===== src/rtl/bcd_pkg.sv =====
package bcd_pkg;

  localparam int unsigned DIGIT_W   = 4;
  localparam int unsigned SYNC_LEN  = 2;

  typedef logic [DIGIT_W-1:0] digit_t;

  localparam digit_t DIGIT_LAST = digit_t'(9);

  // One counting step. The codes with bit 3 and bit 0 both set (9, 11,
  // 13, 15) go to zero; every other code goes up by one.
  function automatic digit_t bcd_step(input digit_t v);
    if (v[3] && v[0]) return '0;
    return v + digit_t'(1);
  endfunction

  function automatic logic bcd_at_last(input digit_t v);
    return v == DIGIT_LAST;
  endfunction

  function automatic logic bcd_illegal(input digit_t v);
    return v > DIGIT_LAST;
  endfunction

endpackage


===== src/rtl/bcd_release_sync.sv =====
module bcd_release_sync #(
  parameter int unsigned STAGES = bcd_pkg::SYNC_LEN
) (
  input  logic clk,
  input  logic clear_n,
  output logic rst_n
);

  logic [STAGES-1:0] shift_q;

  // Goes low at once with clear_n, comes back high only after STAGES edges.
  always_ff @(posedge clk or negedge clear_n) begin
    if (!clear_n) shift_q <= '0;
    else          shift_q <= {shift_q[STAGES-2:0], 1'b1};
  end

  assign rst_n = shift_q[STAGES-1];

endmodule


===== src/rtl/bcd_digit_register.sv =====
module bcd_digit_register
  import bcd_pkg::*;
(
  input  logic   clk,
  input  logic   rst_n,
  input  logic   load_n,
  input  logic   step_en,
  input  digit_t load_val,
  output digit_t q
);

  logic   take_load;
  logic   take_step;
  digit_t next_q;

  // Load wins over counting; counting needs the combined enable.
  assign take_load = !load_n;
  assign take_step = load_n && step_en;

  always_comb begin
    next_q = q;
    if (take_load)      next_q = load_val;
    else if (take_step) next_q = bcd_step(q);
  end

  always_ff @(posedge clk or negedge rst_n) begin
    if (!rst_n) q <= '0;
    else        q <= next_q;
  end

  AST_RELEASE_HOLD: assert property (@(posedge clk)
    !rst_n |=> q == '0);

  AST_LOAD_TAKES: assert property (@(posedge clk) disable iff (!rst_n)
    take_load |=> q == $past(load_val));

  AST_HOLD_IDLE: assert property (@(posedge clk) disable iff (!rst_n)
    (load_n && !step_en) |=> $stable(q));

  AST_WRAP_NINE: assert property (@(posedge clk) disable iff (!rst_n)
    (take_step && q == 4'd9) |=> q == '0);

  AST_ILLEGAL_EXIT: assert property (@(posedge clk) disable iff (!rst_n)
    (take_step && q > 4'd9) |=> (q == '0 || q[0]));

endmodule


===== src/rtl/bcd_terminal_decode.sv =====
module bcd_terminal_decode
  import bcd_pkg::*;
(
  input  digit_t q,
  input  logic   chain_en,
  output logic   at_last,
  output logic   wrap
);

  assign at_last = bcd_at_last(q);
  assign wrap    = chain_en && at_last;

  always_comb begin
    if (bcd_illegal(q)) AST_NO_ILLEGAL_WRAP: assert (!wrap);
  end

endmodule


===== src/rtl/bcd_decade_stage.sv =====
module bcd_decade_stage
  import bcd_pkg::*;
(
  input  logic       clk,
  input  logic       clear_n,
  input  logic       load_n,
  input  logic       en_count,
  input  logic       en_chain,
  input  logic [3:0] load_val,
  output logic [3:0] digit,
  output logic       wrap_out
);

  logic   rst_sync_n;
  logic   step_en;
  logic   at_last;
  digit_t q_int;

  assign step_en = en_count && en_chain;

  bcd_release_sync #(.STAGES(SYNC_LEN)) u_sync (
    .clk     (clk),
    .clear_n (clear_n),
    .rst_n   (rst_sync_n)
  );

  bcd_digit_register u_reg (
    .clk      (clk),
    .rst_n    (rst_sync_n),
    .load_n   (load_n),
    .step_en  (step_en),
    .load_val (load_val),
    .q        (q_int)
  );

  bcd_terminal_decode u_term (
    .q        (q_int),
    .chain_en (en_chain),
    .at_last  (at_last),
    .wrap     (wrap_out)
  );

  assign digit = q_int;

  AST_CLEAR_ZERO: assert property (@(posedge clk)
    !clear_n |-> (digit == 4'd0 && !wrap_out));

  AST_TC_TERMINAL: assert property (@(posedge clk) disable iff (!clear_n)
    wrap_out |-> (digit == 4'd9 && en_chain && at_last));

endmodule


===== config.mk =====
export PLATFORM = sky130hd
export DESIGN_NAME = bcd_decade_stage
export DESIGN_NICKNAME = d
export VERILOG_FILES = /design/src/rtl/bcd_pkg.sv /design/src/rtl/bcd_release_sync.sv /design/src/rtl/bcd_digit_register.sv /design/src/rtl/bcd_terminal_decode.sv /design/src/rtl/bcd_decade_stage.sv
export SDC_FILE = /design/constraint.sdc
export NUM_CORES = 1
export LEC_CHECK = 0
export ABC_AREA = 1
export CAP_MARGIN = 30
export CORE_AREA = 3 3 40 42
export CTS_CLUSTER_DIAMETER = 40
export DETAILED_ROUTE_END_ITERATION = 8
export DIE_AREA = 0 0 43 45
export PLACE_DENSITY_LB_ADDON = 0.15
export SLEW_MARGIN = 10
export SYNTH_ARGS = -nofsm -noshare
export SYNTH_HDL_FRONTEND = slang
export SYNTH_SLANG_ARGS = --single-unit

===== constraint.sdc =====
create_clock -name clk -period 1.6 [get_ports clk]
set_clock_uncertainty 0.1 [all_clocks]
set_input_delay 0.32 -clock clk [delete_from_list [all_inputs] [get_ports clk]]
set_output_delay 0.32 -clock clk [all_outputs]
set_load 0.01 [all_outputs]

Word level (Yosys, flattened, before mapping):

Index checks and enable logic that the tools add are counted.

* add/sub/neg operators: 1
* muxes and demuxes: 7
* eq/ne operators: 2
* reductions and logical operators: 4

Operator list (number)
* 4-bit two-way mux: 4
* 4-bit by 1-bit adder with 4-bit output (second input constant): 1
* 4-bit == test (second input constant): 1
* 1-bit logical AND: 4
* 1-bit two-way mux: 3
* 2-bit by 1-bit inequality test with 1-bit output (second input constant): 1

* register bits: 6
* logic and storage cells: 16
* input bits: 9
* output and inout port bits: 5

Longest topological paths before layout:

Gate-level depths: netlist (run 1).

* depth after elaboration: 7
* depth in mapped cells: 6
* gate-level depth less buffers: 6

Modules after synthesis:

A second synthesis (run 1) with hierarchy kept.

* cells, all modules: 51
* area total of the unflattened synthesis: 351.6 um2

Modules (own cells, without submodules)
* bcd_digit_register: area an instance 261.5 um2, seq. area each 100.1 um2, cells each 39, instances 1
* bcd_release_sync: area an instance 53.8 um2, seq. area each 50.0 um2, cells each 3, instances 1
* bcd_terminal_decode: area an instance 28.8 um2, seq. area each 0.0 um2, cells each 7, instances 1
* bcd_decade_stage: area an instance 7.5 um2, seq. area each 0.0 um2, cells each 2, instances 1

Worst setup path before layout (run 1):

Ideal clock, no wire load.

* path type: reg-to-output
* start point: register u_reg.q[0]
* end point: output port wrap_out
* data required time: 1.180 ns
* setup slack: 0.251 ns
* cell stages (with the launch flop): 4
* buffers on the path: 0
* data arrival time: 0.929 ns
* path through: dfrtp_1 -> ha_1 -> nand2_1 -> nor3_1

* longest elaborated chain between the ends: 2

RTL lines
* start: declaration: RTL line bcd_digit_register.sv:9 `output digit_t q`
* start signal: assignment: RTL line bcd_digit_register.sv:28 `else q <= next_q;`
* 4-bit == test: RTL line bcd_pkg.sv:18 `return v == DIGIT_LAST;`
* 1-bit logical AND: RTL line bcd_terminal_decode.sv:11 `assign wrap = chain_en && at_last;`
* end: declaration: RTL line bcd_decade_stage.sv:11 `output logic wrap_out`

Every way passes these cells.

Worst setup path in the final report (run 1):

* start point: input port en_chain
* end point: output port wrap_out

* longest elaborated chain between the ends: 1

RTL lines
* start: declaration: RTL line bcd_decade_stage.sv:8 `input logic en_chain,`
* 1-bit logical AND: RTL line bcd_terminal_decode.sv:11

Every way passes these cells.

==> impl_metrics.yaml, run 1 <==
status:
  status: "finished clean"
routing:
  vias: 351
  wl_um: 848
  via_per_inst: 3.94
  drt_first_pass_iters: 4
  wl_per_cell_um: 9.53
  drtIter0Drc: 2
  drtAntennaViolNets: 0
  drc_errors: 0
cts:
  h-tree-depth: 1
  cts_made_buffers: 3
  clkTransAtPathRegs_ps: 40
  cts_tree: "yes"
  clockRootBuffer: "clkbuf_4"
  cts_setup_buffers: 0
  clockBufferDepth: 2
  clk_latency_ps: 240
  cts_sinks: 6
cells_and_area:
  final_cells: 89
  drive_gt1_frac: 0.162
  fin_util: 0.444
  num_antenna_cells: 0
  fill_cells: 146
  num-nets-final: 87
  layout_commonest_cell: "nand2_1"
  synthToLayoutAreaGrowth_pct: 63.4
  mostFrequentLayoutCells: "nand2_1, inv_1, clkdlybuf4s50_1"
  final_area_um2: 571
global_route:
  antenna_found_initial: 0
  overflow: 0
  grt_pass1_wl_um: 1420
  grt_pass1_vias: 330
  grt_max_degree: 7
  grt_usage: 0.102
synth:
  ys_seq_area_frac: 0.430
  synthAdderAreaFrac: 0.0717
  synth_compound_area_frac: 0.0143
  synth-xor-area-share: 0
  syn_inst: 51
  synth_warnings: 0
  netlist_top_cells_area: "dfrtp_1, nand2_1, inv_1"
  ys_ff_latch: 6
  synth_cell_types: 9
  synth_top_family_by_area: "simple AND/OR/NAND/NOR gates"
  yosys.area.top_type_share: 0.430
  yosys.area.top_type: "dfrtp_1"
  syn_area_per_cell_um2: 6.84
  syn_area_um2: 349
  muxShareOfSynthArea: 0
  synthSimpleGateAreaFrac: 0.366
  synth_nets: 62
critical_path:
  crit_path_end_kind: "output pin"
  crit_path_start_kind: "input port"
  arrival_ps: 1090
  max_stage_delay_ps: 480
  required_ps: 1180
  worstSetupPathType: "input port to output pin"
  worstPathCellList: "clkdlybuf4s50_1 -> nand2_1 -> nor3_2 -> buf_2"
  cp_max_fo: 2
  crit_path_top_delay_cell: "clkdlybuf4s50_1"
power:
  p_seq_frac: 0.391
  p_sw_frac: 0.280
  p_int_uw: 322
  p_sw_uw: 125
  clock_power_share: 0.304
  p_leak_nw: 0.326
  power.density_mw_per_mm2: 784
  pwr-share-comb: 0.306
  peakVddDrop_v: 0.000301
sta:
  period_needed_ps: 1510
  hold_viol_final: 0
  hold_ws_ps: 144
  finalCritPeriodShare: 0.946
  max_freq_mhz: 661
  setup_ws_ps: 86.8
  drv_slew: 0
  setup_viol: 0
  grt_setup_unrepaired: "true"
floorplan:
  die_x_um: 43
  initial_core_util: 0.272
  dieArea_mm2: 0.00194
  num_io_pins: 14
  coreArea_mm2: 0.00128
  fp-row-count: 13
  die_h_um: 45
hold_path:
  hold_path_class: "input port to asynchronous set/reset pin"
placed_design:
  dp_cells: 85
  io_buffers: 13
  pre_cts_slack_ps: -370
  place_hpwl_um: 648
  globalplace.congestion: 0.695
  placed_cell_area_um2: 543
run:
  cap_violations: 0
==> metrics by stage <==
stage          total power, mW  TNS (ps)
2_1_floorplan            0.237         0
3_3_place_gp             0.323      -333
5_1_grt                  0.484     -36.1
4_1_cts                  0.453         0
6_report                 0.447         0
3_5_place_dp             0.322      -370
==> metal layers <==
metal | vias up | global-route usage | part of all wire
li1 | 197 | - | -
met1 | 143 | 0.133 | 0.47
met2 | 11 | 0.147 | 0.45
met3 | 0 | 0.0279 | 0.075
met4 | 0 | 0.0723 | 0
met5 | - | 0 | 0
==> worst max-delay path, delay by kind of cell <==
| family | cells | cell delay [ps] |
|---|---|---|
| buffers and inverters | 2 | 620 |
| and+or+nand+nor | 2 | 160 |
==> Yosys cell counts, drive strengths merged <==
library cell	n
conb	1
dfrtp	6
inv	10
ha	2
nand2	23
nor2	1
nor3	1
nand3	6
o21ai	1
==> power groups by stage <==
stage | logic (mW) | registers (mW) | clock network [mW]
after CTS | 0.138 | 0.174 | 0.141
after global placement | 0.144 | 0.178 | 0
after floorplan | 0.0457 | 0.192 | 0
final | 0.137 | 0.175 | 0.136
after global routing | 0.157 | 0.177 | 0.150
after detailed placement | 0.144 | 0.178 | 0
==> path summary, 6_finish.rpt <==
kind,slack (ps),from,depth (start not counted),endpoint
min in group clk,250,u_sync.shift_q[0],0,u_sync.shift_q[1]
min,140,clear_n,1,u_sync.shift_q[1]
max in group asynchronous,730,u_sync.shift_q[1],1,u_reg.q[0]
min reg2reg,250,u_sync.shift_q[0],0,u_sync.shift_q[1]
max reg2reg,420,u_reg.q[0],6,u_reg.q[2]
max,90,en_chain,4,wrap_out
==> logic make-up after synthesis <==
kind of cell               after synthesis
DFF                                      6
buffers and inverters                   10
other                                    1
adders and majority gates                2
and+or+nand+nor                         31
AOI/OAI and AO/OA                        1
==> registers in the layout (all words and copies together), names as in the netlist <==
signal	count
u_reg.q	4
u_sync.shift_q	2
==> cell type report <==
cell class                      instances  area [um2]  area share
Multi-Input combinational cell         35         166       0.292
Clock buffer                            3        22.5      0.0395
Inverter                               10        37.5      0.0658
Sequential cell                         6         150       0.263
Timing Repair Buffer                   20         175       0.307
Tap cell                               15        18.8      0.0329
==> repair_timing <==
action / in CTS / in global routing
pin swaps: 0 / 0
hold buffers: 1 / 0
gates resized for setup: 8 / 1
endpoints found under the setup margin: 5 / 1
endpoints found under the hold margin: 4 / 0
Power figures use the tool's default switching activity.
==> run 2, diff against run 1 <==
- GPL_TIMING_DRIVEN: default -> 0
- SETUP_SLACK_MARGIN: default -> 0.15
==> run 2 against run 1 <==
  * Via count decreased by 3.4%
  * Fmax down 3.1%
  * Wire length decreased by 9.1%
  * Core utilization fell by 2.7 points
  * Die area unchanged
  * Clock power down 4%
  * Sequential cell count unchanged
  * First-iteration DRC count rose to 3.0 times the previous value
  * Combinational power decreased by 20%
  * Critical path type unchanged
==> impl_metrics.yaml, run 2 (synthesis results as in run 1) <==
status:
  status: "finished clean"
floorplan:
  num_io_pins: 14
  fp-row-count: 13
  die_h_um: 45
  initial_core_util: 0.272
  die_x_um: 43
  coreArea_mm2: 0.00128
  dieArea_mm2: 0.00194
global_route:
  overflow: 0
  grt_max_degree: 8
  use_met1: 0.0916
  grt_use_met3: 0.0319
  grt_usage: 0.0849
  grt_pass1_vias: 310
  antenna_found_initial: 0
  gr-usage-met2: 0.141
  busiest_layer: "met2"
  grt_pass1_wl_um: 1190
cts:
  clk_latency_ps: 240
  h-tree-depth: 1
  clkTransAtPathRegs_ps: 40
  cts_sinks: 6
  clockBufferDepth: 2
  cts_tree: "yes"
  clockRootBuffer: "clkbuf_4"
  cts_made_buffers: 3
cells_and_area:
  num_antenna_cells: 0
  synthToLayoutAreaGrowth_pct: 53.4
  max_flop_register: "u_reg.q"
  final_area_um2: 536
  layout_commonest_cell: "nand2_1"
  final_cells: 84
  mostFrequentLayoutCells: "nand2_1, inv_1, clkdlybuf4s50_1"
  top_regs: "u_reg.q (4), u_sync.shift_q (2)"
  fin_util: 0.417
  drive_gt1_frac: 0.130
  num-nets-final: 82
  largest_reg_flops: 4
sta:
  max_freq_mhz: 640
  drv_slew: 0
  finalCritPeriodShare: 0.976
  setup_viol: 0
  finalSetupTns_ps: 0
  hold_viol_final: 0
  period_needed_ps: 1560
  grt_setup_unrepaired: "true"
critical_path:
  worstSetupPathType: "input port to output pin"
  crit_path_end_kind: "output pin"
  required_ps: 1180
  cp_max_fo: 3
  crit_path_start_kind: "input port"
  arrival_ps: 1140
  crit_start: "en_chain"
  r2r-start: "u_reg.q[1]"
run:
  cap_violations: 0
routing:
  drtIter0Drc: 6
  drc_errors: 0
  wl_um: 771
  drt_first_pass_iters: 2
  wl_per_cell_um: 9.18
  drtAntennaViolNets: 0
  vias: 339
  via_per_inst: 4.04
power:
  p_leak_nw: 0.300
  peakVddDrop_v: 0.000456
  power.density_mw_per_mm2: 797
placed_design:
  io_buffers: 13
  place_hpwl_um: 587
  placed_cell_area_um2: 498
  globalplace.congestion: 0.730
  dp_cells: 79
hold_path:
  hold_path_class: "input port to asynchronous set/reset pin"
==> run 2: cell type report <==
class	count	area [um2]
multi-input cells	35	166
clock buffers	3	22.5
well taps	15	18.8
inverters	10	37.5
repair buffers	15	138
flip-flops and latches	6	153
fillers	144	749
==> run 2: timing repair <==
item                                    in CTS  in global routing
setup buffers                                1                  0
endpoints found under the setup margin       5                  1
hold buffers                                 1                  0
gates resized for setup                     10                  1
endpoints found under the hold margin        4                  0
pin swaps                                    0                  0
==> run 2: worst max-delay path: stages <==
cell             delay [ps]
clkdlybuf4s50_1         510
nand2_1                  80
nor3_2                   90
buf_2                   140
==> run 2: report_power, final <==
part | total, mW | switching (mW) | internal (mW) | leakage (nW)
Combinational | 0.110 | 0.0537 | 0.0562 | 0.216
Sequential | 0.187 | 0.0182 | 0.168 | 0.0698
Clock | 0.130 | 0.0460 | 0.0843 | 0.0138
==> run 2: worst paths after layout <==
check / endpoint / slack [ps] / depth (start not counted)
worst max-delay path: wrap_out / 40 / 4
max in group asynchronous: u_reg.q[2] / 720 / 1
worst min-delay path: u_sync.shift_q[1] / 150 / 1
worst max register to register: u_reg.q[2] / 450 / 7
worst min register to register: u_sync.shift_q[1] / 240 / 0
min in group clk: u_sync.shift_q[1] / 240 / 0
==> run 2: layer usage <==
metal  share of wire  vias to the layer above
met5               0                        -
met4               0                        0
met3           0.097                        0
met2            0.45                       11
met1            0.46                      138
li1                -                      190
==> run 2: stage by stage <==
stage	power (mW)	hold slack, ps	setup WS (ps)
3_5_place_dp	0.300	-42.5	-381
5_1_grt	0.464	128	-25.8
2_1_floorplan	0.237	-75.6	251
3_3_place_gp	0.300	-46.0	-396
6_report	0.427	146	38.2
4_1_cts	0.437	135	26.8
==> run 3, diff against run 2 <==
- RECOVER_POWER: default -> 100
==> run 3 against run 2 <==
  * Combinational power barely moved
  * Cell count did not move
  * Worst setup slack barely moved
  * Worst hold slack improved by 69 ps
  * Global-route usage did not move
  * Non-clock buffer count did not move
  * Critical path depth did not move
  * Critical endpoint unchanged
  * Largest cell class unchanged
  * Largest power group unchanged
  * Highest routed layer unchanged
==> impl_metrics.yaml, run 3 (synthesis results as in run 1) <==
status:
  status: "finished clean"
sta:
  setup_viol: 0
  max_freq_mhz: 640
  grt_setup_unrepaired: "true"
  finalSetupTns_ps: 0
  drv_slew: 0
  hold_viol_final: 0
  period_needed_ps: 1560
  finalCritPeriodShare: 0.976
critical_path:
  crit_buf_inv: 2
  cp_max_fo: 3
  crit_path_start_kind: "input port"
  worstPathCellList: "clkdlybuf4s50_1 -> nand2_1 -> nor3_2 -> buf_2"
  critPathTopFamily: "buffers and inverters"
  arrival_ps: 1140
  crit_path_top_delay_cell: "clkdlybuf4s50_1"
  crit_start: "en_chain"
  max_stage_delay_ps: 510
  crit_path_end_kind: "output pin"
  required_ps: 1180
  worstSetupPathType: "input port to output pin"
  r2r-start: "u_reg.q[1]"
floorplan:
  num_io_pins: 14
  coreArea_mm2: 0.00128
  die_h_um: 45
  dieArea_mm2: 0.00194
  initial_core_util: 0.272
  die_x_um: 43
  fp-row-count: 13
power:
  peakVddDrop_v: 0.000456
  p_sw_frac: 0.276
  p_int_uw: 308
  p_seq_frac: 0.439
  power.density_mw_per_mm2: 797
  p_leak_nw: 0.301
  p_sw_uw: 117
  clock_power_share: 0.307
  pwr-share-comb: 0.254
cells_and_area:
  fin_util: 0.415
  synthToLayoutAreaGrowth_pct: 52.7
  top_regs: "u_reg.q (4), u_sync.shift_q (2)"
  drive_gt1_frac: 0.116
  largest_reg_flops: 4
  mostFrequentLayoutCells: "nand2_1, inv_1, nand3_1, clkdlybuf4s50_1"
  num_antenna_cells: 0
  num-nets-final: 82
  fill_cells: 144
  max_flop_register: "u_reg.q"
  layout_commonest_cell: "nand2_1"
  final_area_um2: 533
hold_path:
  hold_path_class: "input port to asynchronous set/reset pin"
routing:
  drt_first_pass_iters: 2
  drc_errors: 0
  wl_per_cell_um: 9.20
  drtIter0Drc: 3
  vias: 339
  wl_um: 773
  drtAntennaViolNets: 0
  via_per_inst: 4.04
cts:
  cts_tree: "yes"
  cts_sinks: 6
  clkTransAtPathRegs_ps: 40
  h-tree-depth: 1
  cts_made_buffers: 3
  clk_latency_ps: 240
  clockBufferDepth: 2
  clockRootBuffer: "clkbuf_4"
global_route:
  overflow: 0
  grt_max_degree: 8
  grt_pass1_wl_um: 1190
  grt_pass1_vias: 310
  grt_usage: 0.0849
  antenna_found_initial: 0
placed_design:
  placed_cell_area_um2: 498
  io_buffers: 13
  globalplace.congestion: 0.730
  place_hpwl_um: 587
run:
  cap_violations: 0
## run 3: cell type report
cell class | count | area, um2 | area share
Clock buffer | 3 | 22.5 | 0.0423
Inverter | 10 | 37.5 | 0.0704
Multi-Input combinational cell | 35 | 164 | 0.308
Sequential cell | 6 | 153 | 0.286
Tap cell | 15 | 18.8 | 0.0352
Timing Repair Buffer | 15 | 138 | 0.258
## run 3: path summary, 6_finish.rpt
check / to / slack, ps / cells past startpoint
min reg2reg: u_sync.shift_q[1] / 240 / 0
max reg2reg: u_reg.q[2] / 440 / 7
max: wrap_out / 40 / 4
min in group clk: u_sync.shift_q[1] / 240 / 0
min: u_sync.shift_q[1] / 210 / 1
max in group asynchronous: u_reg.q[2] / 720 / 1
## run 3: metrics by stage
step	hold WS, ps	setup WS, ps	total power [mW]	cells
3_5_place_dp	-42.5	-381	0.300	79
5_1_grt	197	-25.8	0.463	84
3_3_place_gp	-46.0	-396	0.300	79
2_1_floorplan	-75.6	251	0.237	51
6_report	215	38.2	0.425	84
4_1_cts	135	26.8	0.437	84
## run 3: repair_timing
item	4_1_cts	5_1_grt
resized for setup	10	1
setup endpoints to repair	5	1
buffers inserted	1	0
endpoints found under the hold margin	4	0
hold buffers	1	0
## run 3: power by group through the flow
stage | registers, mW | logic, mW | clock network (mW)
after global routing | 0.190 | 0.123 | 0.150
after floorplan | 0.192 | 0.0457 | 0
after global placement | 0.191 | 0.109 | 0
final | 0.187 | 0.108 | 0.130
after detailed placement | 0.192 | 0.109 | 0
after CTS | 0.187 | 0.110 | 0.140
## run 3: per-layer routing
metal / track usage / up-vias / routed length, um / share of wire
met5: 0 / - / 0 / 0
met4: 0.0542 / 0 / 0 / 0
met3: 0.0319 / 0 / 75 / 0.097
met2: 0.141 / 11 / 344 / 0.45
met1: 0.0916 / 138 / 353 / 0.46
li1: - / 190 / - / -
